File: src/rtl/usb_ls_rx_pkg.sv
// Shared types and constants for the low-speed receiver.
// Assumes line states are encoded as {D+, D-}.
package usb_ls_rx_pkg;

    typedef enum logic [1:0] {
        LN_SE0 = 2'b00,
        LN_J   = 2'b01,
        LN_K   = 2'b10,
        LN_SE1 = 2'b11
    } line_e;

    typedef enum logic [1:0] {
        FR_IDLE = 2'b00,
        FR_SYNC = 2'b01,
        FR_DATA = 2'b10
    } frame_e;

    // Decoded ones after which the transmitter inserts a zero
    localparam logic [2:0] STUFF_RUN = 3'd6;

endpackage

File: src/rtl/usb_ls_line_sync.sv
// Two-flop synchroniser for D+/D- plus a J-to-K transition detector.
// Assumes the raw lines are asynchronous to clk. Reset value is idle J.
module usb_ls_line_sync
    import usb_ls_rx_pkg::*;
(
    input  logic  clk,
    input  logic  rst_n,
    input  logic  dp_raw,
    input  logic  dm_raw,
    output line_e line,
    output logic  kedge
);

    logic [1:0] meta_q;
    logic [1:0] sync_q;
    logic [1:0] hist_q;

    // Synchronise the raw lines and keep one older copy for edge detection
    always_ff @(posedge clk) begin
        if (!rst_n) begin
            meta_q <= LN_J;
            sync_q <= LN_J;
            hist_q <= LN_J;
        end else begin
            meta_q <= {dp_raw, dm_raw};
            sync_q <= meta_q;
            hist_q <= sync_q;
        end
    end

    // Present the synchronised state and flag a fresh J-to-K transition
    always_comb begin
        line  = line_e'(sync_q);
        kedge = (sync_q == LN_K) && (hist_q == LN_J);
    end

endmodule

File: src/rtl/usb_ls_bit_timer.sv
// Fractional bit timer: emits one sample tick per bit time of NUM/DEN clocks.
// Assumes realign marks the clock after a bit edge. Ticks only while armed.
module usb_ls_bit_timer #(
    parameter int NUM = 32,
    parameter int DEN = 3,
    parameter int OFS = 4
) (
    input  logic clk,
    input  logic rst_n,
    input  logic armed,
    input  logic realign,
    output logic tick
);

    localparam int BASE  = NUM / DEN;
    localparam int REM   = NUM % DEN;
    localparam int CNT_W = $clog2(BASE + 2);
    localparam int ACC_W = $clog2(2 * DEN);
    localparam logic [ACC_W-1:0] DEN_A   = ACC_W'(DEN);
    localparam logic [ACC_W-1:0] REM_A   = ACC_W'(REM);
    localparam logic [CNT_W-1:0] LONG_M1 = CNT_W'(BASE);
    localparam logic [CNT_W-1:0] SHRT_M1 = CNT_W'(BASE - 1);
    localparam logic [CNT_W-1:0] OFS_C   = CNT_W'(OFS);

    logic [CNT_W-1:0] cnt_q;
    logic [ACC_W-1:0] acc_q;
    logic [ACC_W-1:0] acc_sum;
    logic             leap;

    // Decide whether this bit time takes the extra clock
    always_comb begin
        acc_sum = acc_q + REM_A;
        leap    = (acc_sum >= DEN_A);
        tick    = armed && (cnt_q == '0);
    end

    // Count down to the next sample point and carry the fractional remainder
    always_ff @(posedge clk) begin
        if (!rst_n) begin
            cnt_q <= '0;
            acc_q <= '0;
        end else if (realign) begin
            cnt_q <= OFS_C;
            acc_q <= '0;
        end else if (!armed) begin
            cnt_q <= cnt_q;
        end else if (tick) begin
            cnt_q <= leap ? LONG_M1 : SHRT_M1;
            acc_q <= leap ? (acc_sum - DEN_A) : acc_sum;
        end else begin
            cnt_q <= cnt_q - 1'b1;
        end
    end

    // Checker state: clocks elapsed since the previous tick
    logic [CNT_W:0] gap_q;
    logic           ref_q;
    always_ff @(posedge clk) begin
        if (!rst_n) begin
            gap_q <= '0;
            ref_q <= 1'b0;
        end else if (realign) begin
            gap_q <= '0;
            ref_q <= 1'b0;
        end else if (tick) begin
            gap_q <= '0;
            ref_q <= 1'b1;
        end else if (gap_q != '1) begin
            gap_q <= gap_q + 1'b1;
        end
    end

    // ticks with no re-centre between them are BASE or BASE+1 clocks apart
    p_tick_gap_r4: assert property (@(posedge clk) disable iff (!rst_n)
        (tick && ref_q && !realign) |->
            ((gap_q == (CNT_W+1)'(BASE - 1)) || (gap_q == (CNT_W+1)'(BASE))));

endmodule

File: src/rtl/usb_ls_framer.sv
// Packet framing control: idle wait, start-pattern tracking, data phase.
// Assumes a tick arrives at each bit centre once armed.
module usb_ls_framer
    import usb_ls_rx_pkg::*;
(
    input  logic  clk,
    input  logic  rst_n,
    input  line_e line,
    input  logic  kedge,
    input  logic  tick,
    output logic  armed,
    output logic  realign,
    output logic  start,
    output logic  data_tick,
    output logic  in_data
);

    frame_e st_q;
    logic   prevk_q;

    // Combinational controls derived from the phase and the current sample
    always_comb begin
        realign   = kedge && (st_q == FR_SYNC);
        start     = tick && (st_q == FR_SYNC) && prevk_q && (line == LN_K);
        data_tick = tick && (st_q == FR_DATA);
        in_data   = (st_q == FR_DATA);
    end

    // Move between idle, start-pattern and data phases
    always_ff @(posedge clk) begin
        if (!rst_n) begin
            st_q    <= FR_IDLE;
            armed   <= 1'b0;
            prevk_q <= 1'b0;
        end else begin
            case (st_q)
                FR_IDLE: begin
                    armed   <= 1'b0;
                    prevk_q <= 1'b0;
                    if (line == LN_J) st_q <= FR_SYNC;
                end
                FR_SYNC: begin
                    if (kedge) armed <= 1'b1;
                    if (tick) begin
                        if (line == LN_SE0) begin
                            st_q  <= FR_IDLE;
                            armed <= 1'b0;
                        end else if (line == LN_K) begin
                            if (prevk_q) st_q <= FR_DATA;
                            prevk_q <= 1'b1;
                        end else begin
                            prevk_q <= 1'b0;
                        end
                    end
                end
                FR_DATA: begin
                    if (tick && (line == LN_SE0)) begin
                        st_q  <= FR_IDLE;
                        armed <= 1'b0;
                    end
                end
                default: st_q <= FR_IDLE;
            endcase
        end
    end

    // the data phase begins only right after a K sample
    p_enter_on_k_r3: assert property (@(posedge clk) disable iff (!rst_n)
        $rose(in_data) |-> ($past(line) == LN_K));

    // data phase is left only for the idle phase
    p_exit_to_idle_r10: assert property (@(posedge clk) disable iff (!rst_n)
        $fell(in_data) |-> (st_q == FR_IDLE));

endmodule

File: src/rtl/usb_ls_decoder.sv
// NRZI decode, stuffed-bit removal, LSB-first byte packing and packet verdict.
// Assumes start pulses once per packet and data_tick marks each bit centre.
module usb_ls_decoder
    import usb_ls_rx_pkg::*;
#(
    parameter int MAX_BYTES = 11,
    parameter int LEN_W     = 4
) (
    input  logic             clk,
    input  logic             rst_n,
    input  logic             start,
    input  logic             data_tick,
    input  line_e            line,
    output logic             rx_valid,
    output logic [7:0]       rx_data,
    output logic             pkt_done,
    output logic             pkt_good,
    output logic [LEN_W-1:0] pkt_bytes,
    output logic             pkt_overflow,
    output logic             pkt_stuff_err
);

    localparam logic [LEN_W-1:0] MAX_L = LEN_W'(MAX_BYTES);

    logic             prev_dm_q;
    logic [7:0]       shreg_q;
    logic [2:0]       bitpos_q;
    logic [2:0]       ones_q;
    logic [LEN_W-1:0] nbytes_q;
    logic             ovf_q;
    logic             serr_q;

    logic       bit_val;
    logic       stuff_slot;
    logic       byte_end;
    logic       is_eop;
    logic [7:0] next_byte;

    // Decode the current sample against the previous line level
    always_comb begin
        bit_val    = (line[0] == prev_dm_q);
        stuff_slot = (ones_q == STUFF_RUN);
        byte_end   = (bitpos_q == 3'd7);
        is_eop     = (line == LN_SE0);
        next_byte  = {bit_val, shreg_q[7:1]};
    end

    // Bit-level path: NRZI history, stuffing run and byte shift register
    always_ff @(posedge clk) begin
        if (!rst_n) begin
            prev_dm_q <= 1'b0;
            shreg_q   <= '0;
            bitpos_q  <= '0;
            ones_q    <= '0;
            serr_q    <= 1'b0;
        end else if (start) begin
            prev_dm_q <= 1'b0;
            shreg_q   <= '0;
            bitpos_q  <= '0;
            ones_q    <= '0;
            serr_q    <= 1'b0;
        end else if (data_tick && !is_eop) begin
            prev_dm_q <= line[0];
            if (stuff_slot) begin
                ones_q <= '0;
                if (bit_val) serr_q <= 1'b1;
            end else begin
                shreg_q  <= next_byte;
                ones_q   <= bit_val ? (ones_q + 1'b1) : 3'd0;
                bitpos_q <= bitpos_q + 1'b1;
            end
        end
    end

    // Byte-level path: deliver completed bytes and track the limit
    always_ff @(posedge clk) begin
        if (!rst_n) begin
            rx_valid <= 1'b0;
            rx_data  <= '0;
            nbytes_q <= '0;
            ovf_q    <= 1'b0;
        end else begin
            rx_valid <= 1'b0;
            if (start) begin
                nbytes_q <= '0;
                ovf_q    <= 1'b0;
            end else if (data_tick && !is_eop && !stuff_slot && byte_end) begin
                if (nbytes_q < MAX_L) begin
                    rx_valid <= 1'b1;
                    rx_data  <= next_byte;
                    nbytes_q <= nbytes_q + 1'b1;
                end else begin
                    ovf_q <= 1'b1;
                end
            end
        end
    end

    // End-of-packet report on SE0
    always_ff @(posedge clk) begin
        if (!rst_n) begin
            pkt_done      <= 1'b0;
            pkt_good      <= 1'b0;
            pkt_bytes     <= '0;
            pkt_overflow  <= 1'b0;
            pkt_stuff_err <= 1'b0;
        end else begin
            pkt_done <= 1'b0;
            if (data_tick && is_eop) begin
                pkt_done      <= 1'b1;
                pkt_good      <= !ovf_q && !serr_q && (bitpos_q == 3'd0);
                pkt_bytes     <= nbytes_q;
                pkt_overflow  <= ovf_q;
                pkt_stuff_err <= serr_q;
            end
        end
    end

    // the run of ones never exceeds the stuffing length
    p_run_bound_r6: assert property (@(posedge clk) disable iff (!rst_n)
        ones_q <= STUFF_RUN);

    // end-of-packet is a single-clock strobe
    p_done_pulse_r7: assert property (@(posedge clk) disable iff (!rst_n)
        pkt_done |=> !pkt_done);

    // each byte strobe lasts one clock
    p_valid_pulse_r8: assert property (@(posedge clk) disable iff (!rst_n)
        rx_valid |=> !rx_valid);

    // reported count never exceeds the limit
    p_byte_cap_r9: assert property (@(posedge clk) disable iff (!rst_n)
        pkt_done |-> (pkt_bytes <= MAX_L));

endmodule

File: src/rtl/usb_ls_rx.sv
// Low-speed USB packet receiver top: synchroniser, fractional bit timer,
// framing control and decoder. Assumes a 16 MHz clk for a 1.5 Mbit/s line.
module usb_ls_rx #(
    parameter int BIT_NUM    = 32,
    parameter int BIT_DEN    = 3,
    parameter int SAMPLE_OFS = 4,
    parameter int MAX_BYTES  = 11,
    parameter int LEN_W      = $clog2(MAX_BYTES + 1)
) (
    input  logic             clk,
    input  logic             rst_n,
    input  logic             usb_dp,
    input  logic             usb_dm,
    output logic             rx_valid,
    output logic [7:0]       rx_data,
    output logic             pkt_done,
    output logic             pkt_good,
    output logic [LEN_W-1:0] pkt_bytes,
    output logic             pkt_overflow,
    output logic             pkt_stuff_err
);
    import usb_ls_rx_pkg::*;

    line_e line;
    logic  kedge;
    logic  armed;
    logic  realign;
    logic  tick;
    logic  start;
    logic  data_tick;
    logic  in_data;

    usb_ls_line_sync u_sync (
        .clk    (clk),
        .rst_n  (rst_n),
        .dp_raw (usb_dp),
        .dm_raw (usb_dm),
        .line   (line),
        .kedge  (kedge)
    );

    usb_ls_bit_timer #(
        .NUM (BIT_NUM),
        .DEN (BIT_DEN),
        .OFS (SAMPLE_OFS)
    ) u_timer (
        .clk     (clk),
        .rst_n   (rst_n),
        .armed   (armed),
        .realign (realign),
        .tick    (tick)
    );

    usb_ls_framer u_frame (
        .clk       (clk),
        .rst_n     (rst_n),
        .line      (line),
        .kedge     (kedge),
        .tick      (tick),
        .armed     (armed),
        .realign   (realign),
        .start     (start),
        .data_tick (data_tick),
        .in_data   (in_data)
    );

    usb_ls_decoder #(
        .MAX_BYTES (MAX_BYTES),
        .LEN_W     (LEN_W)
    ) u_dec (
        .clk           (clk),
        .rst_n         (rst_n),
        .start         (start),
        .data_tick     (data_tick),
        .line          (line),
        .rx_valid      (rx_valid),
        .rx_data       (rx_data),
        .pkt_done      (pkt_done),
        .pkt_good      (pkt_good),
        .pkt_bytes     (pkt_bytes),
        .pkt_overflow  (pkt_overflow),
        .pkt_stuff_err (pkt_stuff_err)
    );

    // bytes are delivered only from samples taken in the data phase
    p_byte_in_data_r8: assert property (@(posedge clk) disable iff (!rst_n)
        rx_valid |-> $past(in_data));

endmodule

File: config.mk
export PLATFORM = sky130hd
export DESIGN_NAME = usb_ls_rx
export DESIGN_NICKNAME = d
export VERILOG_FILES = /design/src/rtl/usb_ls_rx_pkg.sv /design/src/rtl/usb_ls_line_sync.sv /design/src/rtl/usb_ls_bit_timer.sv /design/src/rtl/usb_ls_framer.sv /design/src/rtl/usb_ls_decoder.sv /design/src/rtl/usb_ls_rx.sv
export SDC_FILE = /design/constraint.sdc
export NUM_CORES = 1
export LEC_CHECK = 0
export BUFFER_PORTS_ARGS = -buffer_cell sky130_fd_sc_hd__buf_2
export CELL_PAD_IN_SITES_DETAIL_PLACEMENT = 1
export CELL_PAD_IN_SITES_GLOBAL_PLACEMENT = 1
export CORE_ASPECT_RATIO = 0.7
export CORE_MARGIN = 4
export CORE_UTILIZATION = 44
export CTS_CLUSTER_SIZE = 8
export DETAILED_ROUTE_END_ITERATION = 12
export PLACE_DENSITY_LB_ADDON = 0.1
export SLEW_MARGIN = 10
export SYNTH_ARGS = -nofsm -noshare
export SYNTH_HDL_FRONTEND = slang
export SYNTH_SLANG_ARGS = --single-unit
File: constraint.sdc
create_clock -name clk -period 2 [get_ports clk]
set_input_delay 0.3 -clock clk [delete_from_list [all_inputs] [get_ports clk]]
set_output_delay 0.3 -clock clk [all_outputs]
set_load 0.005 [all_outputs]
==> out/qor.yml, run 1 <==
synthesis:
  synth_nets: 257
  synth_seq_cells: 54
  synth.avg_cell_area_um2: 9.15
  synth_area_um2: 2220
  ys_seq_area_share_pct: 48.6
  synth_cell_types: 40
  yosysWarningCount: 0
  netlist_instances: 243
global_route:
  grt_pass1_wl_mm: 7.92
  track_usage_pct: 16.1
  met1_usage_pct: 22.2
  use_met2_pct: 25.5
  globalRouteOverflowTotal: 0
  grt.met3_usage_pct: 4.01
  grt_pass1_vias: 1661
  antenna_found_initial: 0
  grt-busiest-layer: "met2"
  grt_max_degree: 21
clocking:
  cts.sinks: 54
  clock_latency_ns: 0.30
  cts_hold_buf: 0
  clockBufferDepth: 2
  cts_tree: "yes"
  cts_made_buffers: 5
  htree_levels: 2
  clock-root-buffer: "clkbuf_8"
  path_clk_slew_ns: 0.09
power_and_ir_drop:
  p_leak_nw: 0.993
  p_sw_w: 0.000366
  clkPwrFrac_pct: 33.5
  swShare_pct: 21.5
  vdd_drop_max_v: 0.000374
  p_comb_share_pct: 2.7
  internal-power_w: 0.00134
  powerDensity_nw_per_um2: 669
  p_seq_share_pct: 63.8
timing:
  whs_ns: 0.180
  rsz0062_at_grt: "no"
  tns_ns: 0
  setup_viol: 0
  hold_violations: 0
  fmax_ghz: 0.533
  maxSlewViolCount: 0
  tightest_slew_ns: 0.507
  min_period_ns: 1.88
  slew_headroom_pct: 65.7
  fin_crit_sh_pct: 93.9
  skew_ns: 0.00699
placement:
  place_congestion: 0.794
  dpl.hpwl_mm: 3.33
  io_buffers: 20
cells_and_area:
  final_cell_mix: "54 x dfxtp_1, 33 x nor2_1, 30 x nand2_1"
  syn2layout_area_growth_pct: 14.5
  seqCellArea_um2: 1080
  final_common_cell: "dfxtp_1"
  drive_gt1_share_pct: 15.3
  n_antenna_cell: 0
  fin_nets: 282
  fillerInstances: 593
  multi_input_area_um2: 1080
hold_path:
  min-delay-path-class: "primary input to flip-flop"
  hp-start: "usb_dm"
  whs_path_depth: 2
  min_to: "u_sync.meta_q[0]"
floorplanning:
  fp.dieH_um: 67.5
  rows: 21
  die-width_um: 93.0
  io_pins: 21
  floorplan.initialDensity_pct: 46.0
  dieArea_um2: 6280
  core_area_um2: 4830
critical_path:
  cpMaxStageDelayCell: "dfxtp_1"
  cp-end-kind: "flip-flop"
  start_kind: "flip-flop"
  path_cells: "inv_1 -> ha_1 -> nor4bb_1 -> buf_4 -> nand2_1 -> maj3_1 -> and3_1"
  path_buf_inv: 2
  r2r_setup_slack_ns: 0.12
  arrival_ns: 2.08
  ff2ff_path_depth: 7
  reg2reg_to: "u_frame.armed"
  crit_type: "flip-flop to flip-flop"
  r2r_start: "u_timer.cnt_q[0]"
  required_ns: 2.20
  slowest_delay_ns: 0.34
  cp_top_family: "adder cells"
  worst-path-max-fanout: 9
flow_run:
  max_cap_violations: 0
drt:
  drtIter0Drc: 52
  vias: 1697
  drt_drc_violations_left: 0
  wl_per_cell_um: 13.6
  first_pass_iters: 4
  vias_per_cell: 5.04
  ant_nets: 0
  routed_wl_mm: 4.57
status:
  status: "complete, no violations"
==> state kept, by name, summed over array words and instances, names as in the netlist <==
| signal | flops |
|---|---|
| u_dec.rx_data | 8 |
| u_dec.shreg_q | 7 |
| u_dec.nbytes_q | 4 |
| u_dec.pkt_bytes | 4 |
| u_timer.cnt_q | 4 |
| u_dec.bitpos_q | 3 |
| u_dec.ones_q | 3 |
| u_timer.acc_q | 3 |
| u_frame.st_q | 2 |
| u_sync.hist_q | 2 |
| u_sync.line | 2 |
| u_sync.meta_q | 2 |
| u_dec.ovf_q | 1 |
| u_dec.pkt_done | 1 |
| u_dec.pkt_good | 1 |
| u_dec.pkt_overflow | 1 |
| u_dec.pkt_stuff_err | 1 |
| u_dec.prev_dm_q | 1 |
| u_dec.rx_valid | 1 |
| u_dec.serr_q | 1 |
| u_frame.armed | 1 |
| u_frame.prevk_q | 1 |
==> metal layers <==
layer	vias up	wire, um
met5	-	0
met4	0	30
met3	5	140
met2	23	1930
met1	805	2470
li1	864	-
==> per-stage QoR <==
step	total power, W	worst slack (ns)	utilization, %	cell area, um2	std cells
finish	0.00171	0.123	52.7	2550	337
floorplan	0.00114	0.269	-	2220	243
detailed placement	0.00116	0.0986	50.4	2440	330
global placement	0.00116	0.165	50.4	2440	330
CTS	0.00172	0.0815	52.1	2520	337
global route	0.00179	0.0219	52.7	2550	337
==> power groups by stage <==
stage          sequential (W)  combinational [W]  clock, W
6_report              0.00109          0.0000455  0.000572
5_1_grt               0.00109          0.0000517  0.000644
3_3_place_gp          0.00111          0.0000449         0
3_5_place_dp          0.00111          0.0000461         0
2_1_floorplan         0.00111          0.0000295         0
4_1_cts               0.00109          0.0000463  0.000590
==> synthesized netlist by cell type, drive strengths merged <==
| library cell | number | area, um2 |
|---|---|---|
| nand2b | 6 | 37.5 |
| nand3 | 5 | 25.0 |
| nand4bb | 1 | 11.3 |
| a21boi | 1 | 7.51 |
| o2bb2ai | 1 | 8.76 |
| nor2b | 2 | 12.5 |
| nor4b | 1 | 8.76 |
| a21oi | 17 | 85.1 |
| a22oi | 3 | 22.5 |
| inv | 12 | 45.0 |
| ha | 10 | 125 |
| nor3 | 2 | 15.0 |
| or3 | 3 | 23.8 |
| clkbuf | 4 | 15.0 |
| xnor2 | 5 | 43.8 |
| nor4bb | 2 | 20.0 |
| nand4b | 2 | 17.5 |
| nor3b | 1 | 7.51 |
| o21a | 2 | 15.0 |
| a211oi | 2 | 15.0 |
| nor2 | 33 | 124 |
| maj3 | 1 | 10.0 |
| and3 | 2 | 12.5 |
| nand2 | 30 | 113 |
| nand3b | 2 | 15.0 |
| o21ai | 5 | 25.0 |
| a31oi | 2 | 12.5 |
| dfxtp | 54 | 1080 |
| a311oi | 2 | 17.5 |
| mux2i | 16 | 160 |
| a32oi | 1 | 8.76 |
| buf | 6 | 31.3 |
| nor4 | 2 | 18.8 |
| xor2 | 1 | 8.76 |
| and2 | 4 | 25.0 |
==> worst max-delay path by stage <==
stage / cells after the start / end / startpoint / slack, ns
6_report: 7 / u_frame.armed / u_timer.cnt_q[0] / 0.12
2_1_floorplan: 8 / u_dec.rx_data[1] / u_timer.cnt_q[0] / 0.27
3_3_place_gp: 8 / u_timer.cnt_q[0] / u_timer.acc_q[1] / 0.17
4_1_cts: 7 / u_dec.rx_data[5] / u_timer.cnt_q[0] / 0.08
5_1_grt: 7 / u_frame.armed / u_timer.cnt_q[0] / 0.02
3_5_place_dp: 8 / u_timer.cnt_q[0] / u_timer.acc_q[1] / 0.1
==> layout make-up <==
cell class	count	area share (%)
clock inverter	1	0.295
clock buffer	6	2.85
tap	69	3.39
timing repair buffer	28	6.78
multi-input combinational	167	42.5
inverter	12	1.77
sequential	54	42.4
==> worst register-to-register path: cells and delay by family (launching register included) <==
kind | cells | cell delay, ns
buf+inv | 2 | 0.30
simple gates | 3 | 0.56
flops | 1 | 0.34
fa+ha+maj | 2 | 0.59
==> timing repair <==
| item | CTS | global route |
|---|---|---|
| setup buffers | 0 | 0 |
| resized for setup | 0 | 4 |
| setup endpoints to repair | 0 | 9 |
==> logic make-up after synthesis <==
logic type,after synthesis,synth area share (%)
buffers and inverters,22,4.11
AOI/OAI and AO/OA,36,9.79
and+or+nand+nor,98,21.9
xor gates and xnor gates,6,2.36
muxes,16,7.20
adders and majority gates,11,6.07
DFF,54,48.6
Note: power is estimated with default switching activity, not from simulation.
==> run 2: changes to the inputs <==
CELL_PAD_IN_SITES_DETAIL_PLACEMENT = default   (was 1)
CELL_PAD_IN_SITES_GLOBAL_PLACEMENT = default   (was 1)
CORE_UTILIZATION = 55   (was 44)
PLACE_DENSITY = 0.75   (was default)
PLACE_DENSITY_LB_ADDON = default   (was 0.1)
SLEW_MARGIN = 20   (was 10)
==> run 2 against run 1 <==
Compared with the run above:
- total power increased by 8.7%
- hold slack got worse by 0.010 ns
- sequential share of layout area decreased by 0.65 points
- routed wire length decreased by 7.9%
- sequential power about the same
- cell count decreased by 4.7%
- largest power group unchanged
- global-route usage increased by 0.92 points
- combinational power decreased by 3%
- critical endpoint unchanged
==> out/qor.yml, run 2 (synthesis results as in run 1) <==
hold_path:
  hp-start: "usb_dm"
  whs_path_depth: 2
  min_to: "u_sync.meta_q[0]"
  min-delay-path-class: "primary input to flip-flop"
critical_path:
  cp_top_family: "adder cells"
  cp-end-kind: "flip-flop"
  required_ns: 2.21
  slowest_delay_ns: 0.36
  path_cells: "inv_1 -> ha_1 -> nor4bb_2 -> buf_4 -> nand2_1 -> maj3_1 -> and3_1"
  r2r_start: "u_timer.cnt_q[0]"
  crit_type: "flip-flop to flip-flop"
  ff2ff_path_depth: 7
  path_buf_inv: 2
  cpMaxStageDelayCell: "maj3_1"
  r2r_setup_slack_ns: 0.10
  start_kind: "flip-flop"
  arrival_ns: 2.10
  worst-path-max-fanout: 9
  reg2reg_to: "u_frame.armed"
drt:
  first_pass_iters: 4
  ant_nets: 0
  vias_per_cell: 5.30
  drt_drc_violations_left: 0
  drtIter0Drc: 92
  vias: 1701
  wl_met2_mm: 1.75
  wl_per_cell_um: 13.1
  routed_wl_mm: 4.21
  top_layer: "met4"
  m1WireLength_mm: 2.25
  wl_met3_um: 162
timing:
  fmax_ghz: 0.527
  min_period_ns: 1.90
  slew_headroom_pct: 54.6
  fin_crit_sh_pct: 94.8
  hold_violations: 0
  skew_ns: 0.00648
  tns_ns: 0
  rsz0062_at_grt: "no"
  maxSlewViolCount: 0
  setup_viol: 0
  tightest_slew_ns: 0.681
floorplanning:
  fp.dieH_um: 61.2
  floorplan.initialDensity_pct: 57.1
  core_area_um2: 3900
  io_pins: 21
  rows: 19
  die-width_um: 84.0
  dieArea_um2: 5140
cells_and_area:
  fin_area_um2: 2590
  fillerInstances: 326
  n_antenna_cell: 0
  drive_gt1_share_pct: 16.4
  final_util_pct: 66.4
  regMostFlops: "u_dec.rx_data"
  fin_nets: 282
  final_common_cell: "dfxtp_1"
  final_cell_mix: "53 x dfxtp_1, 33 x nor2_1, 30 x nand2_1"
  largest_reg_flops: 8
  syn2layout_area_growth_pct: 16.4
  top_regs: "u_dec.rx_data (8), u_dec.shreg_q (7)"
global_route:
  grt_pass1_wl_mm: 6.78
  track_usage_pct: 17.0
  grt_pass1_vias: 1456
  grt_max_degree: 22
  globalRouteOverflowTotal: 0
  antenna_found_initial: 0
power_and_ir_drop:
  p_leak_nw: 1.02
  powerDensity_nw_per_um2: 716
  vdd_drop_max_v: 0.000750
clocking:
  clock-root-buffer: "clkbuf_8"
  path_clk_slew_ns: 0.09
  cts_hold_buf: 0
  clockBufferDepth: 2
  cts_tree: "yes"
  htree_levels: 2
  cts.sinks: 54
  clock_latency_ns: 0.31
  postCtsSetupBuffers: 0
  cts_made_buffers: 5
placement:
  io_buffers: 20
  place_congestion: 0.800
  placed_area_um2: 2420
  dpl.hpwl_mm: 2.83
flow_run:
  max_cap_violations: 0
status:
  status: "complete, no violations"
run 2: cell type report:
class                   instances  area [um2]  share of cell area (%)
clock buffers                   6        72.6                    2.80
flip-flops and latches         54        1080                    41.8
repair buffers                 28         173                    6.67
inverters                      12        45.0                    1.74
well taps                      52        65.1                    2.51
multi-input cells             167        1110                    43.0
clock inverters                 2        37.5                    1.45
run 2: worst max path at each step:
stage                startpoint               end  cells after the start
3_5_place_dp   u_timer.acc_q[1]  u_timer.cnt_q[0]                      8
3_3_place_gp   u_timer.acc_q[1]  u_timer.cnt_q[0]                      8
4_1_cts        u_timer.cnt_q[0]  u_dec.rx_data[4]                      7
5_1_grt        u_timer.cnt_q[0]     u_frame.armed                      7
6_report       u_timer.cnt_q[0]     u_frame.armed                      7
2_1_floorplan  u_timer.cnt_q[0]  u_dec.rx_data[1]                      8
run 2: power breakdown:
part | total (W) | internal, W | switching [W]
clock | 0.000721 | 0.000374 | 0.000348
combinational | 0.0000443 | 0.0000165 | 0.0000278
sequential | 0.00109 | 0.00108 | 0.00000697
total | 0.00185 | 0.00147 | 0.000382
run 2: layer usage:
| layer | global-route usage, % | vias up |
|---|---|---|
| met4 | 6.19 | 0 |
| met1 | 24.2 | 794 |
| met5 | 0 | - |
| met3 | 5.21 | 5 |
| met2 | 24.5 | 28 |
| li1 | - | 874 |
run 2: timing repair:
item	CTS	global route
resized for setup	1	8
pin swaps	0	1
endpoints found under the setup margin	1	11
run 2: stage by stage:
stage | power, W | instances | hold slack [ns] | setup WS [ns]
4_1_cts | 0.00187 | 321 | 0.168 | 0.0348
3_3_place_gp | 0.00116 | 313 | 0.390 | 0.0763
3_5_place_dp | 0.00116 | 313 | 0.400 | 0.0568
2_1_floorplan | 0.00114 | 243 | 0.373 | 0.269
5_1_grt | 0.00194 | 321 | 0.175 | 0.0128
6_report | 0.00185 | 321 | 0.170 | 0.104
==> run 3: changes to the inputs <==
CORE_UTILIZATION = 52   (was 55)
PLACE_DENSITY = 0.74   (was 0.75)
clock period = 1.7 ns   (was 2 ns; I/O delays follow)
==> run 3 against run 2 <==
Compared with the run above:
- sequential power grew 17%
- critical path depth is the same
- die area grew 5.1%
- setup slack lost 0.064 ns
- via count grew 5.1%
- non-clock buffer count grew 20
- sequential share of layout area shrank 3.1 points
- combinational power grew 44%
- clock power shrank 3.6%
- global-route usage grew 0.82 points
- fmax grew 14%
- largest cell class unchanged
- largest power group unchanged
- highest routed layer unchanged
==> out/qor.yml, run 3 (synthesis results as in run 1) <==
status:
  status: "complete, no violations"
cells_and_area:
  seqCellArea_um2: 1090
  largest_reg_flops: 8
  top_regs: "u_dec.rx_data (8), u_dec.shreg_q (7)"
  regMostFlops: "u_dec.rx_data"
  syn2layout_area_growth_pct: 27.1
  drive_gt1_share_pct: 29.1
  final_common_cell: "dfxtp_1"
  fillerInstances: 324
  multi_input_area_um2: 1180
  final_cell_mix: "47 x dfxtp_1, 32 x nor2_1, 30 x nand2_1"
  fin_area_um2: 2830
  fin_nets: 302
  n_antenna_cell: 0
critical_path:
  r2r_start: "u_dec.bitpos_q[1]"
  required_ns: 1.90
  reg2reg_to: "u_dec.rx_data[2]"
  arrival_ns: 1.86
  cp-end-kind: "flip-flop"
  start_kind: "flip-flop"
  worst-path-max-fanout: 8
  crit_type: "flip-flop to flip-flop"
  ff2ff_path_depth: 7
  r2r_setup_slack_ns: 0.04
placement:
  io_buffers: 20
  place_congestion: 0.830
  dpl.hpwl_mm: 3.15
  placed_area_um2: 2570
global_route:
  track_usage_pct: 17.8
  grt_max_degree: 21
  grt_pass1_wl_mm: 7.80
  grt_pass1_vias: 1754
  globalRouteOverflowTotal: 0
  antenna_found_initial: 0
timing:
  slew_headroom_pct: 61.8
  hold_violations: 0
  tightest_slew_ns: 0.574
  fin_crit_sh_pct: 97.6
  rsz0062_at_grt: "yes"
  fmax_ghz: 0.602
  skew_ns: 0.00730
  setup_viol: 0
  min_period_ns: 1.66
  maxSlewViolCount: 0
clocking:
  htree_levels: 2
  clock-root-buffer: "clkbuf_8"
  clockBufferDepth: 2
  cts_made_buffers: 5
  cts_tree: "yes"
  path_clk_slew_ns: 0.10
  clock_latency_ns: 0.30
  cts.sinks: 54
power_and_ir_drop:
  power_w: 0.00203
  vdd_drop_max_v: 0.000651
  p_leak_nw: 1.12
  powerDensity_nw_per_um2: 720
floorplanning:
  dieArea_um2: 5410
  floorplan.initialDensity_pct: 55.4
  fp.dieH_um: 62.7
  rows: 19
  io_pins: 21
  die-width_um: 86.2
  core_area_um2: 4020
hold_path:
  min_to: "u_sync.meta_q[0]"
  whs_path_depth: 2
  min-delay-path-class: "primary input to flip-flop"
  hp-start: "usb_dm"
drt:
  routed_wl_mm: 4.44
  vias_per_cell: 5.24
  drtIter0Drc: 79
  drt_drc_violations_left: 0
  vias: 1788
  first_pass_iters: 4
  ant_nets: 0
  wl_per_cell_um: 13.0
flow_run:
  max_cap_violations: 0
run 3: power by group:
group	switching, W	internal [W]
logic	0.0000371	0.0000266
clock network	0.000406	0.000290
registers	0.00000684	0.00127
run 3: worst max-delay path, stage by stage (launching register included):
cell,delay (ns)
dfxtp_4,0.38
ha_4,0.14
ha_4,0.13
nand3b_1,0.12
nor4_4,0.38
buf_12,0.18
mux2i_1,0.18
nor2_1,0.05
run 3: timing repair:
item,in CTS,in global routing
hold buffers,0,0
gates cloned,0,0
setup buffers,2,2
endpoints found under the setup margin,36,37
pin swaps,2,11
resized for setup,9,24
run 3: through the flow:
| step | hold slack (ns) | instances | utilization, % | TNS [ns] | setup slack, ns |
|---|---|---|---|---|---|
| final | 0.131 | 341 | 70.4 | 0 | 0.0401 |
| after detailed placement | 0.397 | 329 | 64.1 | -2.48 | -0.164 |
| after floorplan | 0.328 | 243 | - | -0.00613 | -0.00613 |
| after CTS | 0.124 | 339 | 67.9 | 0 | 0.00443 |
| after global routing | 0.126 | 341 | 70.4 | -0.258 | -0.0520 |
| after global placement | 0.392 | 329 | 64.1 | -0.875 | -0.0824 |
run 3: how the worst max path moves through the flow:
stage | start | end | slack (ns)
floorplan | u_timer.cnt_q[0] | u_dec.serr_q | -0.006
global placement | u_timer.cnt_q[0] | u_dec.shreg_q[7] | -0.08
detailed placement | u_timer.cnt_q[0] | u_dec.shreg_q[4] | -0.16
CTS | u_dec.bitpos_q[1] | u_dec.rx_data[6] | 0.004
global route | u_dec.bitpos_q[1] | u_dec.rx_data[6] | -0.05
finish | u_dec.bitpos_q[1] | u_dec.rx_data[2] | 0.04
run 3: layout make-up:
class                           instances  area share [%]
Inverter                               12            1.59
Timing Repair Buffer                   48            12.4
Multi-Input combinational cell        167            41.7
Clock buffer                            5            2.43
Tap cell                               52            2.30
Sequential cell                        54            38.7
Clock inverter                          3           0.753
run 3: metal layers:
metal | wire (um) | vias up | global-route usage (%)
met5 | 0 | - | 0
met4 | 46 | 0 | 5.84
met3 | 233 | 6 | 5.40
met2 | 1910 | 37 | 26.7
met1 | 2250 | 836 | 24.3
li1 | - | 909 | -
